--- src/rtl/rx_irq_pkg.sv ---
package rx_irq_pkg;

    localparam int MODE_W = 2;
    localparam int VEC_W  = 2;

    typedef enum logic [MODE_W-1:0] {
        MODE_POLL  = 2'b00,
        MODE_FIRST = 2'b01,
        MODE_EVERY = 2'b10,
        MODE_RSVD  = 2'b11
    } irq_mode_t;

    typedef enum logic [VEC_W-1:0] {
        VEC_NONE    = 2'b00,
        VEC_CHAR    = 2'b01,
        VEC_SPECIAL = 2'b10
    } vec_t;

    typedef enum logic [1:0] {
        ST_IDLE  = 2'b00,
        ST_ARMED = 2'b01,
        ST_SPENT = 2'b10
    } arm_state_t;

endpackage

--- src/rtl/rx_status_latch.sv ---
module rx_status_latch (
    input  logic clk,
    input  logic rst_n,
    input  logic top_valid,
    input  logic top_parity,
    input  logic top_overrun,
    input  logic top_eof,
    input  logic buf_read,
    input  logic cmd_err_reset,
    output logic par_eff,
    output logic ovr_eff,
    output logic char_avail,
    output logic stat_parity,
    output logic stat_overrun,
    output logic stat_eof
);

    logic par_base;
    logic ovr_base;

    always_comb begin
        par_base = cmd_err_reset ? 1'b0 : stat_parity;
        ovr_base = cmd_err_reset ? 1'b0 : stat_overrun;
        par_eff  = par_base | (top_valid & top_parity);
        ovr_eff  = ovr_base | (top_valid & top_overrun);
    end

    always_ff @(posedge clk) begin
        if (!rst_n) begin
            char_avail   <= 1'b0;
            stat_parity  <= 1'b0;
            stat_overrun <= 1'b0;
            stat_eof     <= 1'b0;
        end else begin
            stat_parity  <= par_eff;
            stat_overrun <= ovr_eff;
            if (top_valid) begin
                char_avail <= 1'b1;
                stat_eof   <= top_eof;
            end else if (buf_read) begin
                char_avail <= 1'b0;
            end
        end
    end


    avail_set_chk: assert property (@(posedge clk) disable iff (!rst_n)
        top_valid |=> char_avail);


    eof_follow_chk: assert property (@(posedge clk) disable iff (!rst_n)
        top_valid |=> (stat_eof == $past(top_eof)));


    ovr_sticky_chk: assert property (@(posedge clk) disable iff (!rst_n)
        (stat_overrun && !cmd_err_reset) |=> stat_overrun);

endmodule

--- src/rtl/rx_irq_fsm.sv ---
module rx_irq_fsm
    import rx_irq_pkg::*;
(
    input  logic              clk,
    input  logic              rst_n,
    input  logic [MODE_W-1:0] irq_mode,
    input  logic              top_valid,
    input  logic              top_eof,
    input  logic              par_eff,
    input  logic              ovr_eff,
    input  logic              parity_special,
    input  logic              buf_read,
    input  logic              cmd_rearm,
    output vec_t              pending
);

    arm_state_t state_q;
    arm_state_t state_d;
    logic       mode_first;
    logic       mode_every;
    logic       mode_off;
    logic       special_hit;
    logic       char_hit;

    assign mode_first = (irq_mode == MODE_FIRST);
    assign mode_every = (irq_mode == MODE_EVERY);
    assign mode_off   = !(mode_first || mode_every);

    always_comb begin
        state_d = state_q;
        unique case (state_q)
            ST_IDLE:  if (mode_first) state_d = ST_ARMED;
            ST_ARMED: if (!mode_first) state_d = ST_IDLE;
                      else if (top_valid) state_d = ST_SPENT;
            ST_SPENT: if (!mode_first) state_d = ST_IDLE;
                      else if (cmd_rearm) state_d = ST_ARMED;
            default:  state_d = ST_IDLE;
        endcase
    end

    always_ff @(posedge clk) begin
        if (!rst_n) state_q <= ST_IDLE;
        else        state_q <= state_d;
    end

    always_comb begin
        special_hit = ovr_eff || top_eof || (par_eff && mode_every && parity_special);
        char_hit    = mode_every || (mode_first && state_q == ST_ARMED);
    end

    always_ff @(posedge clk) begin
        if (!rst_n) begin
            pending <= VEC_NONE;
        end else if (mode_off) begin
            pending <= VEC_NONE;
        end else if (top_valid && special_hit) begin
            pending <= VEC_SPECIAL;
        end else if (top_valid && char_hit) begin
            pending <= VEC_CHAR;
        end else if (buf_read && !top_valid) begin
            pending <= VEC_NONE;
        end
    end


    arm_consume_chk: assert property (@(posedge clk) disable iff (!rst_n)
        (state_q == ST_ARMED && mode_first && top_valid) |=> (state_q == ST_SPENT));


    arm_rearm_chk: assert property (@(posedge clk) disable iff (!rst_n)
        (state_q == ST_SPENT && mode_first && cmd_rearm) |=> (state_q == ST_ARMED));


    poll_quiet_chk: assert property (@(posedge clk) disable iff (!rst_n)
        mode_off |=> (pending == VEC_NONE));

endmodule

--- src/rtl/rx_vec_enc.sv ---
module rx_vec_enc
    import rx_irq_pkg::*;
(
    input  vec_t             pending,
    input  logic             status_vec_en,
    output logic             irq_req,
    output logic [VEC_W-1:0] vec_code
);

    always_comb begin
        irq_req = (pending != VEC_NONE);
        unique case (pending)
            VEC_SPECIAL: vec_code = status_vec_en ? VEC_SPECIAL : VEC_CHAR;
            VEC_CHAR:    vec_code = VEC_CHAR;
            default:     vec_code = VEC_NONE;
        endcase
    end

endmodule

--- src/rtl/rx_irq_ctrl.sv ---
module rx_irq_ctrl
    import rx_irq_pkg::*;
(
    input  logic              clk,
    input  logic              rst_n,
    input  logic              top_valid,
    input  logic              top_parity,
    input  logic              top_overrun,
    input  logic              top_eof,
    input  logic              buf_read,
    input  logic [MODE_W-1:0] irq_mode,
    input  logic              parity_special,
    input  logic              status_vec_en,
    input  logic              cmd_rearm,
    input  logic              cmd_err_reset,
    output logic              char_avail,
    output logic              stat_parity,
    output logic              stat_overrun,
    output logic              stat_eof,
    output logic              irq_req,
    output logic [VEC_W-1:0]  vec_code
);

    logic par_eff;
    logic ovr_eff;
    vec_t pending;

    rx_status_latch u_stat (
        .clk          (clk),
        .rst_n        (rst_n),
        .top_valid    (top_valid),
        .top_parity   (top_parity),
        .top_overrun  (top_overrun),
        .top_eof      (top_eof),
        .buf_read     (buf_read),
        .cmd_err_reset(cmd_err_reset),
        .par_eff      (par_eff),
        .ovr_eff      (ovr_eff),
        .char_avail   (char_avail),
        .stat_parity  (stat_parity),
        .stat_overrun (stat_overrun),
        .stat_eof     (stat_eof)
    );

    rx_irq_fsm u_fsm (
        .clk           (clk),
        .rst_n         (rst_n),
        .irq_mode      (irq_mode),
        .top_valid     (top_valid),
        .top_eof       (top_eof),
        .par_eff       (par_eff),
        .ovr_eff       (ovr_eff),
        .parity_special(parity_special),
        .buf_read      (buf_read),
        .cmd_rearm     (cmd_rearm),
        .pending       (pending)
    );

    rx_vec_enc u_enc (
        .pending      (pending),
        .status_vec_en(status_vec_en),
        .irq_req      (irq_req),
        .vec_code     (vec_code)
    );


    read_clear_chk: assert property (@(posedge clk) disable iff (!rst_n)
        (buf_read && !top_valid) |=> !irq_req);

endmodule

--- config.mk ---
export PLATFORM = sky130hd
export DESIGN_NAME = rx_irq_ctrl
export DESIGN_NICKNAME = d
export VERILOG_FILES = /design/src/rtl/rx_irq_pkg.sv /design/src/rtl/rx_status_latch.sv /design/src/rtl/rx_irq_fsm.sv /design/src/rtl/rx_vec_enc.sv /design/src/rtl/rx_irq_ctrl.sv
export SDC_FILE = /design/constraint.sdc
export NUM_CORES = 1
export LEC_CHECK = 0
export ABC_CLOCK_PERIOD_IN_PS = 1300
export BUFFER_PORTS_ARGS = -buffer_cell sky130_fd_sc_hd__buf_4
export CORE_AREA = 8 8 45 47
export DETAILED_ROUTE_END_ITERATION = 16
export DIE_AREA = 0 0 53 55
export PLACE_DENSITY_LB_ADDON = 0.1
export RECOVER_POWER = 50
export SLEW_MARGIN = 20
export SYNTH_ARGS = -nofsm -noshare
export SYNTH_HDL_FRONTEND = slang
export SYNTH_HIERARCHICAL = 1
export SYNTH_SLANG_ARGS = --single-unit
--- constraint.sdc ---
create_clock -name clk -period 1.3 [get_ports clk]
set_input_delay 0.195 -clock clk [delete_from_list [all_inputs] [get_ports clk]]
set_output_delay 0.195 -clock clk [all_outputs]
set_load 0.02 [all_outputs]
* Word level (Yosys, flattened, before mapping) *
Cells that the tools add are included.

storage, ports and cells
  flip-flop bits (word level) = 8
  input bits = 13
  output and inout port bits = 7
  word-level logic and storage cells = 56

cells by class
  eq/ne operators = 9
  muxes and demuxes = 15
  bitwise gates (word level) = 6
  reduce and logical (&&, ||, !) cells = 19

operators with widths
  cell                                                    number
  2-to-1 mux 2 bit                                        9
  equality test 2 x 1 -> 1 bit (second input constant)    3
  equality test 2 bit (second input constant)             3
  logical AND 1 bit                                       6
  inequality test 3 bit (second input constant)           2
  case mux 2 bit (3 select lines)                         1
  nonzero test 2 bit                                      3
  logical OR 1 bit                                        4
  2-to-1 mux 1 bit                                        4
  case mux 2 bit (2 select lines)                         1
  AND reduction 3 bit                                     1
  nonzero test 3 bit                                      1
  OR reduction 3 bit                                      1
  bitwise AND 1 bit                                       2
  zero test 2 bit                                         1
  inequality test 2 x 1 -> 1 bit (second input constant)  1
  inverter 1 bit                                          2
  bitwise OR 1 bit                                        2
  AND reduction 2 bit                                     1
  zero test 1 bit                                         1

* Logic depth before layout (Yosys ltp) *
Gate-level depths: netlist (run 1).

  depth in word-level cells = 7
  gate-level depth with buffers = 5
  gate-level depth less buffers = 5

* Hierarchy *
Netlist (run 1), hierarchy kept.

modules (own cells, without submodules)
  module           instances  cells each  area each (um2)  seq. area each (um2)
  rx_irq_fsm       1          29          240.2            80.1
  rx_status_latch  1          16          152.6            80.1
  rx_vec_enc       1          9           70.1             0.0

* Worst setup path before layout (run 1) *
Ideal clock, no wire load.

  kind = register -> register
  start = reg u_stat.stat_overrun
  end = reg u_fsm.pending[0]
  setup time = 0.103 ns
  data arrival time = 1.011 ns
  required time = 1.197 ns
  path slack = 0.185 ns
  cell stages (with the launch flop) = 6
  buffers on the path = 0
  cells stage by stage = dfxtp_1 -> nand2b_1 -> nand2_1 -> o21ai_0 -> nand2_1 -> a2111oi_2

between the ends
  word-level cells in the longest chain between the ends = 6

ends and longest elaborated chain
  what                                 line                   source
  start, declared                      rx_status_latch.sv:14  output logic stat_overrun,
  start signal, assigned               rx_status_latch.sv:36  stat_overrun <= ovr_eff;
  2-to-1 mux 1 bit                     rx_status_latch.sv:23  ovr_base = cmd_err_reset ? 1'b0 : stat_overrun;
  bitwise OR 1 bit                     rx_status_latch.sv:25  ovr_eff = ovr_base | (top_valid & top_overrun);
  net ovr_eff                          rx_irq_ctrl.sv:25      logic ovr_eff;
  logical OR 1 bit (2 in series)       rx_irq_fsm.sv:47       special_hit = ovr_eff || top_eof || (par_eff && mode_every && parity_special);
  logical AND 1 bit                    rx_irq_fsm.sv:56       end else if (top_valid && special_hit) begin
  OR reduction 3 bit (no source line)  n/a
  end signal, assigned                 rx_irq_fsm.sv:55       pending <= VEC_NONE;
  end signal, assigned                 rx_irq_fsm.sv:57       pending <= VEC_SPECIAL;
  end signal, assigned                 rx_irq_fsm.sv:59       pending <= VEC_CHAR;
  end, declared                        rx_irq_fsm.sv:14       output vec_t pending

The timed path passes the listed nets, and every way through them passes these cells.
A chain may end at the register's enable or synchronous reset.

* Worst setup path in the final report (run 1) *
  start = reg u_fsm.pending[0]
  end = out vec_code[0]

between the ends
  word-level cells in the longest chain between the ends = 2

ends and longest elaborated chain
  what                                                                        line               source
  start signal, assigned                                                      rx_irq_fsm.sv:53   pending <= VEC_NONE;
  start signal, assigned                                                      rx_irq_fsm.sv:55
  start signal, assigned                                                      rx_irq_fsm.sv:57
  equality test 2 x 1 -> 1 bit / equality test 2 bit (equally long branches)  rx_vec_enc.sv:12   unique case (pending)
  case mux 2 bit (2 select lines) *                                           rx_vec_enc.sv:12
  end, declared                                                               rx_irq_ctrl.sv:21  output logic [VEC_W-1:0] vec_code

Every way passes the cells marked *; elsewhere a longest branch is shown, timed or not.

==> results of run 1 <==
[through the flow]
step / worst slack, ns / std cells / instance area, µm² / hold WS, ns
6_report: -0.0838 / 93 / 686 / 0.193
5_1_grt: -0.147 / 93 / 686 / 0.192
4_1_cts: -0.110 / 93 / 667 / 0.186
3_5_place_dp: 0.0555 / 89 / 626 / 0.446
3_3_place_gp: 0.0775 / 89 / 626 / 0.443
2_1_floorplan: 0.185 / 54 / 463 / 0.313
[cell families (layout without fill, tap and decap cells)]
kind of cell / count (synthesis) / in the layout
mux: 1 / 1
compound gates: 11 / 11
flops: 8 / 8
fa+ha+maj: 5 / 5
simple gates: 22 / 22
buf+inv: 7 / 30
[final cells by class]
type / count / area share (%)
multi-input combinational: 39 / 43.2
sequential: 8 / 23.7
timing repair buffer: 20 / 23.0
inverter: 7 / 3.83
clock buffer: 3 / 3.28
tap: 16 / 2.92
[per-layer routing]
layer / part of all wire [%] / global-route usage (%) / up-vias
met5: 0 / 0 / -
met4: 0 / 2.59 / 0
met2: 57 / 14.1 / 10
met1: 33 / 5.98 / 194
met3: 9.7 / 5.08 / 0
li1: - / - / 224
[sequential cells by signal (all words and copies together) (netlist names)]
register	flops
u_fsm/pending	2
u_stat/char_avail	1
u_fsm/state_q	2
u_stat/stat_eof	1
u_stat/stat_parity	1
u_stat/stat_overrun	1
[cell usage after synthesis]
master     number  area [µm²]
o21a_1          2        15.0
nand2_1         7        26.3
or2b_1          1        7.51
o21ai_0         1        5.00
nand4_1         1        6.26
dfxtp_1         8         160
nand3b_1        1        7.51
nor2b_1         4        25.0
a21boi_0        2        15.0
inv_1           7        26.3
o21ai_2         1        8.76
and2b_1         1        7.51
a2111oi_2       1        15.0
ha_1            5        62.6
mux2i_1         1        10.0
a32o_1          1        10.0
nor2_1          3        11.3
and3b_1         1        8.76
nand2b_1        2        12.5
and2_2          1        7.51
a21oi_1         3        15.0
[worst max-delay path, cell delays in order, from the launching register on]
cell,delay [ns]
dfxtp_2,0.33
inv_2,0.05
ha_4,0.14
nor2b_4,0.11
o21a_1,0.18
buf_6,0.13
[where the power goes]
part           switching [mW]  leakage [nW]  total, mW  internal, mW
combinational          0.0582         0.246      0.124        0.0660
clock                  0.0781        0.0138      0.183         0.105
sequential            0.00757        0.0666      0.265         0.257
[worst paths after layout]
check | slack [ns] | to
worst max register to register | 0.15 | u_fsm/pending[0]
worst min-delay path | 0.19 | u_fsm/state_q[0]
worst max-delay path | -0.08 | vec_code[0]
worst min register to register | 0.47 | u_fsm/state_q[1]
[repair_timing]
action / in CTS / in global routing
pin swaps: 0 / 2
buffers inserted: 1 / 0
resized for setup: 5 / 4
gates cloned: 0 / 0
endpoints found under the setup margin: 2 / 3
[cell usage in the layout (no fill, tap or decap), drive strengths merged]
master	netlist	layout
a21boi	2	2
ha	5	5
or2b	1	1
a32o	1	1
buf	0	20
dfxtp	8	8
nand3b	1	1
clkbuf	0	3
nor2	3	3
nor2b	4	4
and2	1	1
nand4	1	1
and2b	1	1
o21ai	2	2
nand2b	2	2
inv	7	7
and3b	1	1
o21a	2	2
a21oi	3	3
mux2i	1	1
nand2	7	7
a2111oi	1	1
==> metrics.md, run 1 <==
| Metric | Value |
|---|---|
| Drt pass-1 iters | 1 |
| CORE AREA | 1380 µm² |
| Register area | 163 µm² |
| Grt total ovfl | 0 |
| First-pass GRT wire length | 1590 µm |
| Top-level I/O count | 20 |
| Die Width | 53 µm |
| Final setup fails | 1 |
| Post-Syn Area | 463 µm² |
| Setup TNS | -0.0838 ns |
| Syn_area_per_cell | 8.57 µm² |
| Sequential area share after synthesis | 34.6% |
| Vias in the first global route | 449 |
| Synth-to-layout area growth | 48.1% |
| Synth Area in Compound Gates | 18.1% |
| Initial antenna violation count | 0 |
| Overall Global Routing Usage | 7.46% |
| Synthesized-area fraction occupied by adder cells | 13.5% |
| Worst reg2reg path startpoint | u_stat/stat_overrun |
| Vias | 428 |
| Tot Pwr | 572 µW |
| Post-Synthesis Cells | 54 |
| Critical path type | flip-flop to output port |
| CTS Buf Count | 3 |
| Worst-skew pair later-pin latency | 0.25 ns |
| Final hold violation count | 0 |
| Aggregate routed wire length | 1010 µm |
| Max-slew headroom | 83.8% |
| Number of remaining DRC errors | 0 |
| Final Util | 49.5% |
| Number of clock sinks | 8 |
| Flops & latches, synth | 8 |
| Nature of the critical path startpoint | flip-flop |
| HP Class | primary input to flip-flop |
| Status | finished, violations left |
| Static Leakage | 0.327 nW |
| Setup crit end kind | output port |
| PortBufs | 19 |
| Layout cells sized above 1 | 40.3% |
| Number of placement rows | 14 |
| Antenna viol nets, final | 0 |
| Hold Path Cell Cnt | 3 |
| CP arrival | 1.19 ns |
| Distinct cells, synth | 21 |
| Max-cap viol count | 0 |
| Die area | 2920 µm² |
| Initial core utilization | 33.5% |
| DP HPWL | 840 µm |
| Final worst path period share | 106% |
| Reg2reg path depth | 5 |
| Die H | 55 µm |
| Final GP Congestion | 0.726 |
| CTS Buffer Depth | 2 |
| Least-Margin Pin Slew | 0.242 ns |
| Final Max Tran Viols | 0 |
| Nets | 97 |
| Post-Synth Simple-Gate Area | 25.9% |
| RSZ-0062 raised after global routing | true |
| Main combinational cell family by area after synthesis | simple AND/OR/NAND/NOR gates |
| Worst clock skew | 0.00433 ns |
| Synth warn | 6 |
| Syn nets | 72 |
| Worst Min Path Start | cmd_rearm |
| CP Max Fanout | 2 |
| Fmax | 723 MHz |
| Area of the multi-input gates | 297 µm² |
| TritonCTS clock tree | built |
| Power density over cell area | 835 nW/µm² |
| Vias/cell | 4.60 |
| Min cycle time layout | 1.38 ns |
| Filler cells | 143 |
| Wirelength per Cell | 10.8 µm |
| Worst ir drop on vdd | 0.501 mV |
| Clk slew on worst S/H paths | 0.05 ns |
| Iter 0 DRT Violations | 0 |
| Setup crit start | u_fsm/pending[0] |
| Required @ worst endpoint | 1.11 ns |
| Root Buffer | clkbuf_4 |
| Failing checks | setup timing |
| Post-Synth XOR/XNOR Area | 0% |
| Proportion of synthesized area in mux cells | 2.16% |
| Largest net degree at the start of global routing | 11 |
| Post-CTS Hold Buffers | 0 |
| H-tree depth | 1 |
| N_diodes | 0 |
| PnR worst setup slack | -0.0838 ns |
Note: power is estimated with default switching activity, not from simulation.
==> run 2, diff against run 1 <==
--- a/config.mk
+++ b/config.mk
@@ -7,9 +7,11 @@
 export LEC_CHECK = 0
 export ABC_CLOCK_PERIOD_IN_PS = 1300
 export BUFFER_PORTS_ARGS = -buffer_cell sky130_fd_sc_hd__buf_4
-export CORE_AREA = 8 8 45 47
+export CELL_PAD_IN_SITES_DETAIL_PLACEMENT = 1
+export CELL_PAD_IN_SITES_GLOBAL_PLACEMENT = 1
+export CORE_MARGIN = 8
+export CORE_UTILIZATION = 31
 export DETAILED_ROUTE_END_ITERATION = 16
-export DIE_AREA = 0 0 53 55
 export PLACE_DENSITY_LB_ADDON = 0.1
 export RECOVER_POWER = 50
 export SLEW_MARGIN = 20
==> run 2 against run 1 <==
Against the previous run: the run still ends with setup timing left; via count increased by 7.5%; register-to-register slack about the same; largest cell class unchanged; critical path type unchanged; clock power increased by 4%; die area increased by 2.4%; non-clock buffer count unchanged; critical path depth unchanged; clock skew decreased by 0.0016 ns; first-iteration DRC count increased by 4; wire length increased by 21%; combinational power increased by 5%.
==> metrics.md, run 2 (synthesis gave the netlist of run 1 again) <==
| Metric | Value |
|---|---|
| Status | finished, violations left (unchanged) |
| Failing checks | setup timing (unchanged) |
| TritonCTS clock tree | built (unchanged) |
| HP Class | primary input to flip-flop (unchanged) |
| CP Max Fanout | 2 (unchanged) |
| Final setup fails | 1 (unchanged) |
| Iter 0 DRT Violations | 4 (was 0) |
| Final worst path period share | 108% (was 106%) |
| CTS Buf Count | 3 (unchanged) |
| Number of clock sinks | 8 (unchanged) |
| RSZ-0062 raised after global routing | true (unchanged) |
| Layout cells sized above 1 | 44.2% (was 40.3%) |
| Drt pass-1 iters | 3 (was 1) |
| Clk slew on worst S/H paths | 0.06 ns (was 0.05 ns) |
| CORE AREA | 1450 µm² (was 1380 µm²) |
| Min cycle time layout | 1.41 ns (was 1.38 ns) |
| Nature of the critical path startpoint | flip-flop (unchanged) |
| First-pass GRT wire length | 1790 µm (was 1590 µm) |
| Tot Pwr | 586 µW (was 572 µW) |
| Largest net degree at the start of global routing | 11 (unchanged) |
| Max-cap viol count | 0 (unchanged) |
| Antenna viol nets, final | 0 (unchanged) |
| Filler cells | 186 (was 143) |
| CTS Buffer Depth | 2 (unchanged) |
| Final hold violation count | 0 (unchanged) |
| CP max stage delay | 0.34 ns (was 0.33 ns) |
| Slowest CP cell | dfxtp_2 (unchanged) |
| Pre-CTS WS | 0.0523 ns (was 0.0555 ns) |
| Number of placement rows | 14 (unchanged) |
| H-tree depth | 1 (unchanged) |
| PnR worst setup slack | -0.110 ns (was -0.0838 ns) |
| Regs by FF count | u_fsm/pending x2, u_fsm/state_q x2 (unchanged) |
| Power density over cell area | 830 nW/µm² (was 835 nW/µm²) |
| Placed Area | 626 µm² (unchanged) |
| Initial core utilization | 31.8% (was 33.5%) |
| Post-CTS Hold Buffers | 0 (unchanged) |
| Die H | 54.6 µm (was 55 µm) |
| Fmax | 709 MHz (was 723 MHz) |
| Vias in the first global route | 465 (was 449) |
| Static Leakage | 0.328 nW (was 0.327 nW) |
| PortBufs | 19 (unchanged) |
| Root Buffer | clkbuf_4 (unchanged) |
| Most common cell after layout, fill and taps aside | buf_4 (unchanged) |
| Worst-skew pair later-pin latency | 0.25 ns (about the same) |
| Max-slew headroom | 83.5% (was 83.8%) |
| N_diodes | 0 (unchanged) |
| Synth-to-layout area growth | 52.4% (was 48.1%) |
| Critical path type | flip-flop to output port (unchanged) |
| Aggregate routed wire length | 1220 µm (was 1010 µm) |
| Die area | 2990 µm² (was 2920 µm²) |
| Die Width | 54.6 µm (was 53 µm) |
| Hold WS | 0.185 ns (was 0.193 ns) |
| # placed instances | 89 (unchanged) |
| Vias/cell | 4.95 (was 4.60) |
| Setup crit end kind | output port (unchanged) |
| Final Max Tran Viols | 0 (unchanged) |
| Required @ worst endpoint | 1.11 ns (about the same) |
| Worst clock skew | 0.00271 ns (was 0.00433 ns) |
| Nets | 97 (unchanged) |
| Finished Layout Cells | 93 (unchanged) |
| Worst ir drop on vdd | 0.424 mV (was 0.501 mV) |
| Top-level I/O count | 20 (unchanged) |
| Least-Margin Pin Slew | 0.247 ns (was 0.242 ns) |
| CP arrival | 1.21 ns (was 1.19 ns) |
| Commonest non-fill, non-tap cells in the layout | buf_4 (18), nand2_1 (7), dfxtp_1 (6) (was buf_4 (18), nand2_1 (7), inv_1 (6), dfxtp_1 (6), ha_1 (4)) |
| Final GP Congestion | 0.698 (was 0.726) |
| Wirelength per Cell | 13.1 µm (was 10.8 µm) |
| Grt total ovfl | 0 (unchanged) |
| Number of remaining DRC errors | 0 (unchanged) |
| Overall Global Routing Usage | 8.49% (was 7.46%) |
| Final non-filler cell area | 706 µm² (was 686 µm²) |
| Initial antenna violation count | 0 (unchanged) |
| Vias | 460 (was 428) |
| Worst-path cell chain | inv_4, ha_4, nor2b_4, o21a_1, buf_6 (was inv_2, ha_4, nor2b_4, o21a_1, buf_6) |
[run 2: cell count changes in the layout (fill, tap and decap cells not counted)]
cell,before,now
dfxtp_4,0,1
ha_2,0,1
ha_1,4,2
dfxtp_2,2,1
ha_4,1,2
inv_4,0,1
inv_1,6,5
[run 2: through the flow]
stage               util (%)  TNS (ns)
global route            48.5    -0.172
global placement        43.0         0
finish                  48.5    -0.110
CTS                     46.6    -0.113
detailed placement      43.0         0
floorplan                  -         0
[run 2: where the power goes]
| group | total, mW | internal, mW | switching [mW] |
|---|---|---|---|
| Combinational | 0.130 | 0.0687 | 0.0616 |
| Clock | 0.191 | 0.106 | 0.0854 |
| Sequential | 0.264 | 0.256 | 0.00829 |
| Total | 0.586 | 0.431 | 0.155 |
[run 2: per-layer routing]
| metal | wire length, µm | vias to the layer above | global-route usage (%) |
|---|---|---|---|
| met5 | 0 | - | 0 |
| met4 | 38 | 0 | 8.61 |
| met3 | 137 | 6 | 3.53 |
| met2 | 547 | 19 | 13.8 |
| met1 | 493 | 208 | 7.66 |
| li1 | - | 227 | - |
[run 2: final timing paths]
path | start | to | slack, ns | depth (start not counted)
worst min register to register | u_fsm/state_q[1] | u_fsm/state_q[1] | 0.49 | 2
worst max register to register | u_stat/stat_overrun | u_fsm/pending[0] | 0.15 | 5
worst max-delay path | u_fsm/pending[0] | vec_code[0] | -0.11 | 5
worst min-delay path | cmd_rearm | u_fsm/state_q[0] | 0.18 | 3
[run 2: worst max-delay path, delay by kind of cell (launching register included)]
kind | cells | cell delay, ns
adders and majority gates | 1 | 0.15
and+or+nand+nor | 1 | 0.11
DFF | 1 | 0.34
AOI/OAI and AO/OA | 1 | 0.18
buffers and inverters | 2 | 0.18
[run 2: repair_timing]
action                     in CTS  in global routing
setup endpoints to repair       2                  2
resized for setup               7                  6
hold endpoints to repair        0                  0
setup buffers                   1                  0
pin swaps                       2                  2
[run 2: area by class of cell]
cell class,instances,area [µm²],share of cell area (%)
Inverter,7,28.8,4.08
Clock buffer,3,22.5,3.19
Tap cell,16,20.0,2.84
Sequential cell,8,165,23.4
Timing Repair Buffer,20,158,22.3
Multi-Input combinational cell,39,312,44.1
